$ cat src/rtl/lockstep_pkg.sv
package lockstep_pkg;
  typedef enum logic [1:0] {
    LS_PRIMARY  = 2'd0,
    LS_FAILOVER = 2'd1,
    LS_BACKUP   = 2'd2,
    LS_FATAL    = 2'd3
  } ls_state_e;
endpackage

$ cat src/rtl/ls_pair_cmp.sv
module ls_pair_cmp #(
  parameter int DATA_W = 16
) (
  input  logic [2*DATA_W-1:0] data,
  input  logic [1:0]          vld,
  input  logic [1:0]          err,
  output logic                mismatch,
  output logic                agree,
  output logic                both_err,
  output logic                trust_b
);
  logic words_differ;

  assign words_differ = data[DATA_W-1:0] != data[2*DATA_W-1:DATA_W];
  // strobe skew counts as a disagreement, as do differing words
  assign mismatch = (vld[0] ^ vld[1]) | (vld[0] & vld[1] & words_differ);
  assign agree    = vld[0] & vld[1] & ~words_differ;
  assign both_err = err[0] & err[1];
  // element 1 restores element 0 only when element 0 alone reports trouble
  assign trust_b  = err[0] & ~err[1];
endmodule

$ cat src/rtl/ls_ckpt_timer.sv
module ls_ckpt_timer #(
  parameter int CKPT_PERIOD = 8,
  parameter int ADDR_W      = 4
) (
  input  logic              clk,
  input  logic              rst,
  input  logic              run,
  input  logic              block,
  output logic              strobe,
  output logic [ADDR_W-1:0] addr,
  output logic              valid
);
  localparam int CNT_W = (CKPT_PERIOD > 2) ? $clog2(CKPT_PERIOD) : 1;
  localparam logic [CNT_W-1:0] LAST = CNT_W'(CKPT_PERIOD - 1);

  logic [CNT_W-1:0]  cnt_q;
  logic              strobe_q;
  logic [ADDR_W-1:0] addr_q;
  logic              valid_q;
  logic              boundary;

  assign boundary = run && (cnt_q == LAST);

  always_ff @(posedge clk) begin
    if (rst) begin
      cnt_q    <= '0;
      strobe_q <= 1'b0;
      addr_q   <= '0;
      valid_q  <= 1'b0;
    end else begin
      strobe_q <= 1'b0;
      if (run) begin
        cnt_q <= boundary ? '0 : cnt_q + 1'b1;
      end
      if (boundary && !block) begin
        strobe_q <= 1'b1;
        addr_q   <= addr_q + 1'b1;
        valid_q  <= 1'b1;
      end
    end
  end

  assign strobe = strobe_q;
  assign addr   = addr_q;
  assign valid  = valid_q;

  AST_STROBE_PULSE: assert property (@(posedge clk) disable iff (rst)
    strobe_q |=> !strobe_q);
  AST_ADDR_STEP: assert property (@(posedge clk) disable iff (rst)
    strobe_q |-> (addr_q == ADDR_W'($past(addr_q) + 1'b1)));
  AST_HALT_HOLDS_ADDR: assert property (@(posedge clk) disable iff (rst)
    !run |=> $stable(addr_q));
endmodule

$ cat src/rtl/ls_failover_fsm.sv
module ls_failover_fsm
  import lockstep_pkg::*;
(
  input  logic      clk,
  input  logic      rst,
  input  logic      pri_mm,
  input  logic      bak_mm,
  input  logic      pri_dbl,
  input  logic      bak_dbl,
  output ls_state_e state,
  output logic      fatal_now,
  output logic      restart,
  output logic      fatal
);
  ls_state_e state_q, state_d;

  always_comb begin
    state_d   = state_q;
    fatal_now = 1'b0;
    case (state_q)
      LS_PRIMARY: begin
        if (pri_dbl || bak_dbl || (pri_mm && bak_mm)) begin
          fatal_now = 1'b1;
          state_d   = LS_FATAL;
        end else if (pri_mm) begin
          state_d = LS_FAILOVER;
        end
      end
      LS_FAILOVER: state_d = LS_BACKUP;
      LS_BACKUP: begin
        if (bak_dbl || bak_mm) begin
          fatal_now = 1'b1;
          state_d   = LS_FATAL;
        end
      end
      default: state_d = LS_FATAL;
    endcase
  end

  always_ff @(posedge clk) begin
    if (rst) state_q <= LS_PRIMARY;
    else     state_q <= state_d;
  end

  assign state   = state_q;
  assign restart = state_q == LS_FAILOVER;
  assign fatal   = state_q == LS_FATAL;

  AST_FAILOVER_ONE_CYCLE: assert property (@(posedge clk) disable iff (rst)
    (state_q == LS_FAILOVER) |=> (state_q == LS_BACKUP));
  AST_FATAL_STICKY: assert property (@(posedge clk) disable iff (rst)
    fatal |=> fatal);
  AST_BACKUP_NO_RETURN: assert property (@(posedge clk) disable iff (rst)
    (state_q == LS_BACKUP) |=> (state_q != LS_PRIMARY));
endmodule

$ cat src/rtl/lockstep_spare_ctrl.sv
module lockstep_spare_ctrl
  import lockstep_pkg::*;
#(
  parameter int DATA_W      = 16,
  parameter int CKPT_PERIOD = 8,
  parameter int ADDR_W      = 4
) (
  input  logic                clk,
  input  logic                rst,
  input  logic [2*DATA_W-1:0] pri_data,
  input  logic [1:0]          pri_vld,
  input  logic [1:0]          pri_err,
  input  logic [2*DATA_W-1:0] bak_data,
  input  logic [1:0]          bak_vld,
  input  logic [1:0]          bak_err,
  output logic [DATA_W-1:0]   out_data,
  output logic                out_vld,
  output logic                pri_stall,
  output logic                bak_stall,
  output logic                restart,
  output logic                ckpt_strobe,
  output logic [ADDR_W-1:0]   ckpt_addr,
  output logic                ckpt_valid,
  output logic                pri_mismatch,
  output logic                bak_mismatch,
  output logic                trust_sel,
  output logic                fatal
);
  localparam int NPAIR = 2;
  localparam int PRI   = 0;
  localparam int BAK   = 1;

  logic [NPAIR-1:0][2*DATA_W-1:0] pr_data;
  logic [NPAIR-1:0][1:0]          pr_vld;
  logic [NPAIR-1:0][1:0]          pr_err;
  logic [NPAIR-1:0]               mm_c, agree_c, dbl_c, trb_c;

  assign pr_data[PRI] = pri_data;
  assign pr_data[BAK] = bak_data;
  assign pr_vld[PRI]  = pri_vld;
  assign pr_vld[BAK]  = bak_vld;
  assign pr_err[PRI]  = pri_err;
  assign pr_err[BAK]  = bak_err;

  for (genvar g = 0; g < NPAIR; g++) begin : g_pair
    ls_pair_cmp #(.DATA_W(DATA_W)) u_cmp (
      .data     (pr_data[g]),
      .vld      (pr_vld[g]),
      .err      (pr_err[g]),
      .mismatch (mm_c[g]),
      .agree    (agree_c[g]),
      .both_err (dbl_c[g]),
      .trust_b  (trb_c[g])
    );
  end

  ls_state_e state;
  logic      fatal_now;

  ls_failover_fsm u_fsm (
    .clk       (clk),
    .rst       (rst),
    .pri_mm    (mm_c[PRI]),
    .bak_mm    (mm_c[BAK]),
    .pri_dbl   (dbl_c[PRI]),
    .bak_dbl   (dbl_c[BAK]),
    .state     (state),
    .fatal_now (fatal_now),
    .restart   (restart),
    .fatal     (fatal)
  );

  ls_ckpt_timer #(.CKPT_PERIOD(CKPT_PERIOD), .ADDR_W(ADDR_W)) u_ckpt (
    .clk    (clk),
    .rst    (rst),
    .run    (state == LS_PRIMARY),
    .block  (mm_c[PRI] | fatal_now),
    .strobe (ckpt_strobe),
    .addr   (ckpt_addr),
    .valid  (ckpt_valid)
  );

  logic [DATA_W-1:0] out_data_q;
  logic              out_vld_q;
  logic [NPAIR-1:0]  mm_q;
  logic              trust_q;

  always_ff @(posedge clk) begin
    if (rst) begin
      out_data_q <= '0;
      out_vld_q  <= 1'b0;
      mm_q       <= '0;
      trust_q    <= 1'b0;
    end else begin
      out_vld_q <= 1'b0;
      mm_q      <= mm_c;
      if (!fatal_now) begin
        if (state == LS_PRIMARY && agree_c[PRI]) begin
          out_vld_q  <= 1'b1;
          out_data_q <= pri_data[DATA_W-1:0];
        end else if (state == LS_BACKUP && agree_c[BAK]) begin
          out_vld_q  <= 1'b1;
          out_data_q <= bak_data[DATA_W-1:0];
        end
        if (state == LS_PRIMARY && mm_c[PRI]) trust_q <= trb_c[PRI];
      end
    end
  end

  assign out_data     = out_data_q;
  assign out_vld      = out_vld_q;
  assign pri_mismatch = mm_q[PRI];
  assign bak_mismatch = mm_q[BAK];
  assign trust_sel    = trust_q;
  assign pri_stall    = state != LS_PRIMARY;
  assign bak_stall    = (state == LS_PRIMARY) || (state == LS_FATAL);

  AST_NO_FWD_ON_RESTART: assert property (@(posedge clk) disable iff (rst)
    restart |-> !out_vld);
  AST_FATAL_QUIET: assert property (@(posedge clk) disable iff (rst)
    fatal |-> (!out_vld && !restart && pri_stall && bak_stall));
  AST_MISMATCH_NO_FWD: assert property (@(posedge clk) disable iff (rst)
    (pri_mismatch && $past(state == LS_PRIMARY)) |-> !out_vld);
endmodule

$ cat config.mk
export PLATFORM = sky130hd
export DESIGN_NAME = lockstep_spare_ctrl
export DESIGN_NICKNAME = d
export VERILOG_FILES = /design/src/rtl/lockstep_pkg.sv /design/src/rtl/ls_pair_cmp.sv /design/src/rtl/ls_ckpt_timer.sv /design/src/rtl/ls_failover_fsm.sv /design/src/rtl/lockstep_spare_ctrl.sv
export SDC_FILE = /design/constraint.sdc
export NUM_CORES = 1
export LEC_CHECK = 0
export CORE_MARGIN = 1.5
export CORE_UTILIZATION = 41
export DETAILED_ROUTE_END_ITERATION = 8
export GPL_ROUTABILITY_DRIVEN = 0
export PLACE_DENSITY_LB_ADDON = 0.12
export SLEW_MARGIN = 10
export SYNTH_ARGS = -nofsm -noshare
export SYNTH_HDL_FRONTEND = slang
export SYNTH_SLANG_ARGS = --single-unit
$ cat constraint.sdc
create_clock -name clk -period 3.1 [get_ports clk]
set_input_delay 0.62 -clock clk [delete_from_list [all_inputs] [get_ports clk]]
set_output_delay 0.62 -clock clk [all_outputs]
set_load 0.01 [all_outputs]
Word-level counts from Yosys, hierarchy flattened
Cells that the tools add are included.
{"block": "op_classes", "n_addsub": 2, "eq_ne": 8, "n_mux": 13, "n_bitwise": 18, "n_reduce_logical": 18}
{"cell": "$mux W16", "n": 2}
{"cell": "$ne A16 B16 Y1", "n": 2}
{"cell": "$and A1 B1 Y1", "n": 9}
{"cell": "$logic_and A1 B1 Y1", "n": 6}
{"cell": "$mux W2", "n": 3}
{"cell": "$pmux W2 S3", "n": 1}
{"cell": "$reduce_and A2 Y1", "n": 3}
{"cell": "$mux W1", "n": 5}
{"cell": "$add A4 B1 Y4 const B", "n": 1}
{"cell": "$eq A2 B2 Y1 const B", "n": 2}
{"cell": "$logic_or A1 B1 Y1", "n": 4}
{"cell": "$not A1 Y1", "n": 4}
{"cell": "$reduce_bool A2 Y1", "n": 2}
{"cell": "$add A3 B1 Y3 const B", "n": 1}
{"cell": "$eq A3 B3 Y1 const B", "n": 1}
{"cell": "$mux W3", "n": 1}
{"cell": "$ne A3 B3 Y1 const B", "n": 1}
{"cell": "$or A1 B1 Y1", "n": 3}
{"cell": "$eq A2 B1 Y1 const B", "n": 1}
{"cell": "$logic_not A2 Y1", "n": 1}
{"cell": "$ne A2 B1 Y1 const B", "n": 1}
{"cell": "$pmux W1 S2", "n": 1}
{"cell": "$reduce_or A2 Y1", "n": 1}
{"cell": "$xor A1 B1 Y1", "n": 2}
{"cell": "$logic_not A1 Y1", "n": 1}
{"block": "word_totals", "regBits": 31, "inputBits": 74, "output_inout_bits": 30, "elab_cells": 68}

Logic depth before layout (Yosys ltp)
{"block": "logic_depth", "word_depth": 11, "mapped_depth": 9, "depth_no_buf": 7}

Modules after synthesis
Synthesis repeated with hierarchy kept, for this count alone.
{"block": "hier_totals", "hier_cells": 181, "hier_area_um2": 1806.7}
{"module": "lockstep_spare_ctrl", "instances": 1, "cells_each": 75, "area_per_inst_um2": 874.6, "seq_area_each_um2": 400.4}
{"module": "ls_pair_cmp", "instances": 2, "cells_each": 27, "area_per_inst_um2": 211.5, "seq_area_each_um2": 0.0}
{"module": "ls_ckpt_timer", "instances": 1, "cells_each": 38, "area_per_inst_um2": 385.4, "seq_area_each_um2": 180.2}
{"module": "ls_failover_fsm", "instances": 1, "cells_each": 14, "area_per_inst_um2": 123.9, "seq_area_each_um2": 40.0}

Least setup slack after synthesis
OpenSTA, ideal clock, no wires.
{"block": "synth_timing", "path_type": "input-to-reg", "start": "input bak_data[1]", "end": "register out_data_q[10], in the netlist out_data[10]", "setup_time_ps": 121, "arrival_time_ps": 2471, "t_required_ps": 2979, "setup_slack_ps": 508, "stages": 8, "n_path_buf": 2, "cell_sequence": "xnor2_1 -> nand4_1 -> o41ai_4 -> a31oi_4 -> a311o_1 -> buf_6 -> buf_12 -> mux2_4"}
{"block": "synth_via", "elab_chain_len": 9, "word_cells_on_any_way": 15, "cone_classes": "1 x eq/ne; 3 x mux; 5 x bitwise; 6 x reduce/logical"}
{"element": "start: declaration", "line": "lockstep_spare_ctrl.sv:13", "rtl": "input logic [2*DATA_W-1:0] bak_data,"}
{"element": "$ne A16 B16 Y1 (*)", "line": "ls_pair_cmp.sv:14", "rtl": "assign words_differ = data[DATA_W-1:0] != data[2*DATA_W-1:DATA_W];"}
{"element": "$and A1 B1 Y1", "line": "ls_pair_cmp.sv:16", "rtl": "assign mismatch = (vld[0] ^ vld[1]) | (vld[0] & vld[1] & words_differ);"}
{"element": "$or A1 B1 Y1", "line": "ls_pair_cmp.sv:16"}
{"element": "$logic_and A1 B1 Y1", "line": "ls_failover_fsm.sv:22", "rtl": "if (pri_dbl || bak_dbl || (pri_mm && bak_mm)) begin"}
{"element": "$logic_or A1 B1 Y1", "line": "ls_failover_fsm.sv:22"}
{"element": "$mux W1", "line": "ls_failover_fsm.sv:22"}
{"element": "$pmux W1 S2", "line": "ls_failover_fsm.sv:20", "rtl": "case (state_q)"}
{"element": "$not A1 Y1 (no line)"}
{"element": "$reduce_and A2 Y1 (no line) (*)"}
{"element": "end signal: assignment", "line": "lockstep_spare_ctrl.sv:100", "rtl": "out_data_q <= pri_data[DATA_W-1:0];"}
{"element": "end signal: assignment", "line": "lockstep_spare_ctrl.sv:103", "rtl": "out_data_q <= bak_data[DATA_W-1:0];"}
{"element": "end: declaration", "line": "lockstep_spare_ctrl.sv:83", "rtl": "logic [DATA_W-1:0] out_data_q;"}
Every way passes the cells marked *; elsewhere a longest branch is shown, timed or not.
A chain may end at the register's enable or synchronous reset.

Final worst setup path
{"block": "layout_timing", "start": "input pri_data[6]", "end": "register out_data_q[10], in the netlist out_data[10]"}
{"block": "layout_via", "elab_chain_len": 9, "word_cells_on_any_way": 14, "cone_classes": "1 x eq/ne; 3 x mux; 5 x bitwise; 5 x reduce/logical"}
{"element": "start: declaration", "line": "lockstep_spare_ctrl.sv:10", "rtl": "input logic [2*DATA_W-1:0] pri_data,"}
{"element": "$ne A16 B16 Y1 (*)", "line": "ls_pair_cmp.sv:14"}
{"element": "$and A1 B1 Y1", "line": "ls_pair_cmp.sv:16"}
{"element": "$or A1 B1 Y1", "line": "ls_pair_cmp.sv:16"}
{"element": "$logic_and A1 B1 Y1", "line": "ls_failover_fsm.sv:22"}
{"element": "$logic_or A1 B1 Y1", "line": "ls_failover_fsm.sv:22"}
{"element": "$mux W1", "line": "ls_failover_fsm.sv:22"}
{"element": "$pmux W1 S2", "line": "ls_failover_fsm.sv:20"}
{"element": "$not A1 Y1 (no line)"}
{"element": "$reduce_and A2 Y1 (no line)"}
Marks and branches as above.

==> results_dict.tcl <==
set metrics [dict create \
    status "finished, final reports clean" \
    synth_flop_cell "dfxtp_1" \
    coreArea_um2 5042 \
    worstPathArrival_ns 3.03 \
    r2r_start "u_fsm.state[0]$_SDFFE_PP0P_" \
    wire_per_inst_um 15.22 \
    die_h_um 74.97 \
    dp_slack_ns -0.06182 \
    drt-total-wl_mm 6.436 \
    drtIter0Drc 107 \
    clock-sinks 31 \
    layout_commonest_cell "clkdlybuf4s50_1" \
    hp-class "flip-flop to flip-flop" \
    syn_inst 238 \
    ys_warn_count 0 \
    hold_viol 0 \
    synth_top_family_by_area "simple AND/OR/NAND/NOR gates" \
    diodes 0 \
    gr-total-overflow 0 \
    crit_chain "clkdlybuf4s50_1 > xor2_1 > nor4_1 > buf_4 > and4_1 > o211ai_1 > a311o_1 > buf_12 > mux2_4" \
    worst_pin_slew_ns 0.5156 \
    grt_util_all_layers_pct 23.04 \
    crit_start "pri_data[6]" \
    place_inst 415 \
    vias_per_cell 5.142 \
    grt_pass1_vias 2081 \
    fmax_mhz 350.2 \
    port_buffers 103 \
    synth_fp_nets 322 \
    postCtsHoldBufs 0 \
    cts_buffers 5 \
    dieArea_um2 5620 \
    cts_max_level 2 \
    critPathMaxStageDelay_ns 0.44 \
    slowest_stage "clkdlybuf4s50_1" \
    worst_hold_startpoint "u_ckpt.cnt_q[2]$_SDFFE_PP0P_" \
    rsz0062_at_grt "false" \
    clock_skew_ns 0.008321 \
    cts_resized 0 \
    layout_common_cells "103 x clkdlybuf4s50_1, 31 x dfxtp_1, 23 x a21oi_1" \
    peakVddDrop_uv 277.4 \
    synth.avg_cell_area_um2 8.921 \
    synth_compound_area_share_pct 16.21 \
    synth-xor-area-share_pct 13.20 \
    dp_hpwl_mm 4.964 \
    start_util_pct 42.11 \
    finalSetupViolations 0 \
    root_buffer "clkbuf_8" \
    synth-edff-count 0 \
    crit_fanout 17 \
    power_density_nw_per_um2 323.6 \
    grt_max_degree 18 \
    worstSetupEndpointType "flip-flop" \
    synthSimpleGateAreaFrac_pct 18.33 \
    io_pins 104 \
    ys_ff_latch 31 \
    cp.required_ns 3.28 \
    synth_mux_area_share_pct 12.08 \
    fin_crit_sh_pct 92.10 \
    fin_cells 423 \
    num_rows 26 \
    cts_tree "yes" \
    maxSlewViolCount 0 \
    whs_ns 0.4715 \
    area_growth_pct 61.17 \
    die_w_um 74.97 \
    clk_pin_slew_ns 0.07 \
    ys_seq_area_share_pct 29.23 \
    antenna_found_initial 0 \
    slew_headroom_pct 65.54 \
    grt_pass1_wl_mm 9.653 \
    post_cts.repair.setup_buffers 0 \
    p_leak_uw 0.001330 \
    crit_type "input pin to flip-flop" \
    fillers 442 \
    crit_path_start_kind "input pin" \
    synth_fa_ha_area_share_pct 5.893 \
    cts_max_path_buffers 2 \
    synth_async_sr_flop_share_pct 0 \
    ant_nets 0 \
    netlist_area_um2 2123 \
    drive_gt1_share_pct 12.75 \
    setup_ws_ns 0.2448 \
    drc_errors 0 \
    clock_latency_ns 0.29 \
    dr.pass1.iters 4 \
    period_needed_ns 2.855 \
    synth_cell_types 41 \
    fin_nets 436 \
    vias 2175 \
    maxCapViolCount 0 \
]
-- per-layer routing --
| metal | part of all wire, % | vias up | track usage, % |
|---|---|---|---|
| met4 | 0.98 | 0 | 7.475 |
| met2 | 48 | 81 | 38.74 |
| met3 | 7.5 | 6 | 4.150 |
| met5 | 0 | - | 0 |
| met1 | 44 | 1008 | 29.93 |
| li1 | - | 1080 | - |
-- report_power, final --
part	internal, uW	switching [uW]	leakage [uW]
combinational	158	119	0.00102
sequential	407	6.42	0.000251
clock	260	158	0.0000612
total	824	283	0.00133
-- state kept, by name (all words and copies together) (netlist names) --
signal	flops
mm_q	2
u_fsm.state	2
u_ckpt.cnt_q	3
trust_sel	1
u_ckpt.strobe	1
u_ckpt.addr	4
out_data	16
out_vld	1
u_ckpt.valid	1
-- final cells by class --
| type | count | area (um^2) | area share (%) |
|---|---|---|---|
| Clock buffer | 6 | 82.58 | 2.413 |
| Clock inverter | 2 | 35.03 | 1.024 |
| Tap cell | 70 | 87.58 | 2.559 |
| Multi-Input combinational cell | 185 | 1395 | 40.77 |
| Timing Repair Buffer | 119 | 1164 | 34.00 |
| Sequential cell | 31 | 620.6 | 18.14 |
| Inverter | 10 | 37.54 | 1.097 |
-- kinds of logic (layout without fill, tap and decap cells) --
| kind of cell | after synthesis | count (layout) |
|---|---|---|
| mux | 20 | 20 |
| buf+inv | 22 | 137 |
| flops | 31 | 31 |
| xor+xnor | 32 | 32 |
| compound gates | 53 | 53 |
| fa+ha+maj | 10 | 10 |
| simple gates | 70 | 70 |
-- synthesized netlist by cell type, drive strengths merged (8+ instances only) --
master | count | area share (%)
dfxtp | 31 | 29
xnor2 | 16 | 6.6
nand2 | 8 | 1.4
inv | 10 | 1.8
a21oi | 23 | 5.4
xor2 | 16 | 6.6
nor2b | 18 | 5.3
mux2 | 18 | 11
ha | 10 | 5.9
o21ai | 16 | 3.8
nand3 | 17 | 4.0
-- worst paths after layout --
kind / to / slack, ns / cells past startpoint
setup / recovery: out_data[10]$_SDFFE_PP0P_ / 0.24 / 9
hold reg to reg: u_ckpt.cnt_q[2]$_SDFFE_PP0P_ / 0.47 / 2
hold / removal: u_ckpt.cnt_q[2]$_SDFFE_PP0P_ / 0.47 / 2
setup reg to reg: out_data[10]$_SDFFE_PP0P_ / 0.98 / 8
-- stage by stage --
stage,area [um^2],total power [uW],utilization (%),setup TNS [ns]
final,3422,1108,67.87,0
after global routing,3422,1157,67.87,0
after CTS,3422,1115,67.87,0
after detailed placement,3304,697.1,65.53,-0.7751
after global placement,3304,694.4,65.53,-0.6016
after floorplan,2123,533.3,-,0
-- critical path: cells and delay by family --
family / cells / cell delay, ns
AOI/OAI and AO/OA: 2 / 0.51
xor gates and xnor gates: 1 / 0.16
buffers and inverters: 3 / 0.80
muxes: 1 / 0.30
and+or+nand+nor: 2 / 0.65
(Power assumes the default switching activity.)
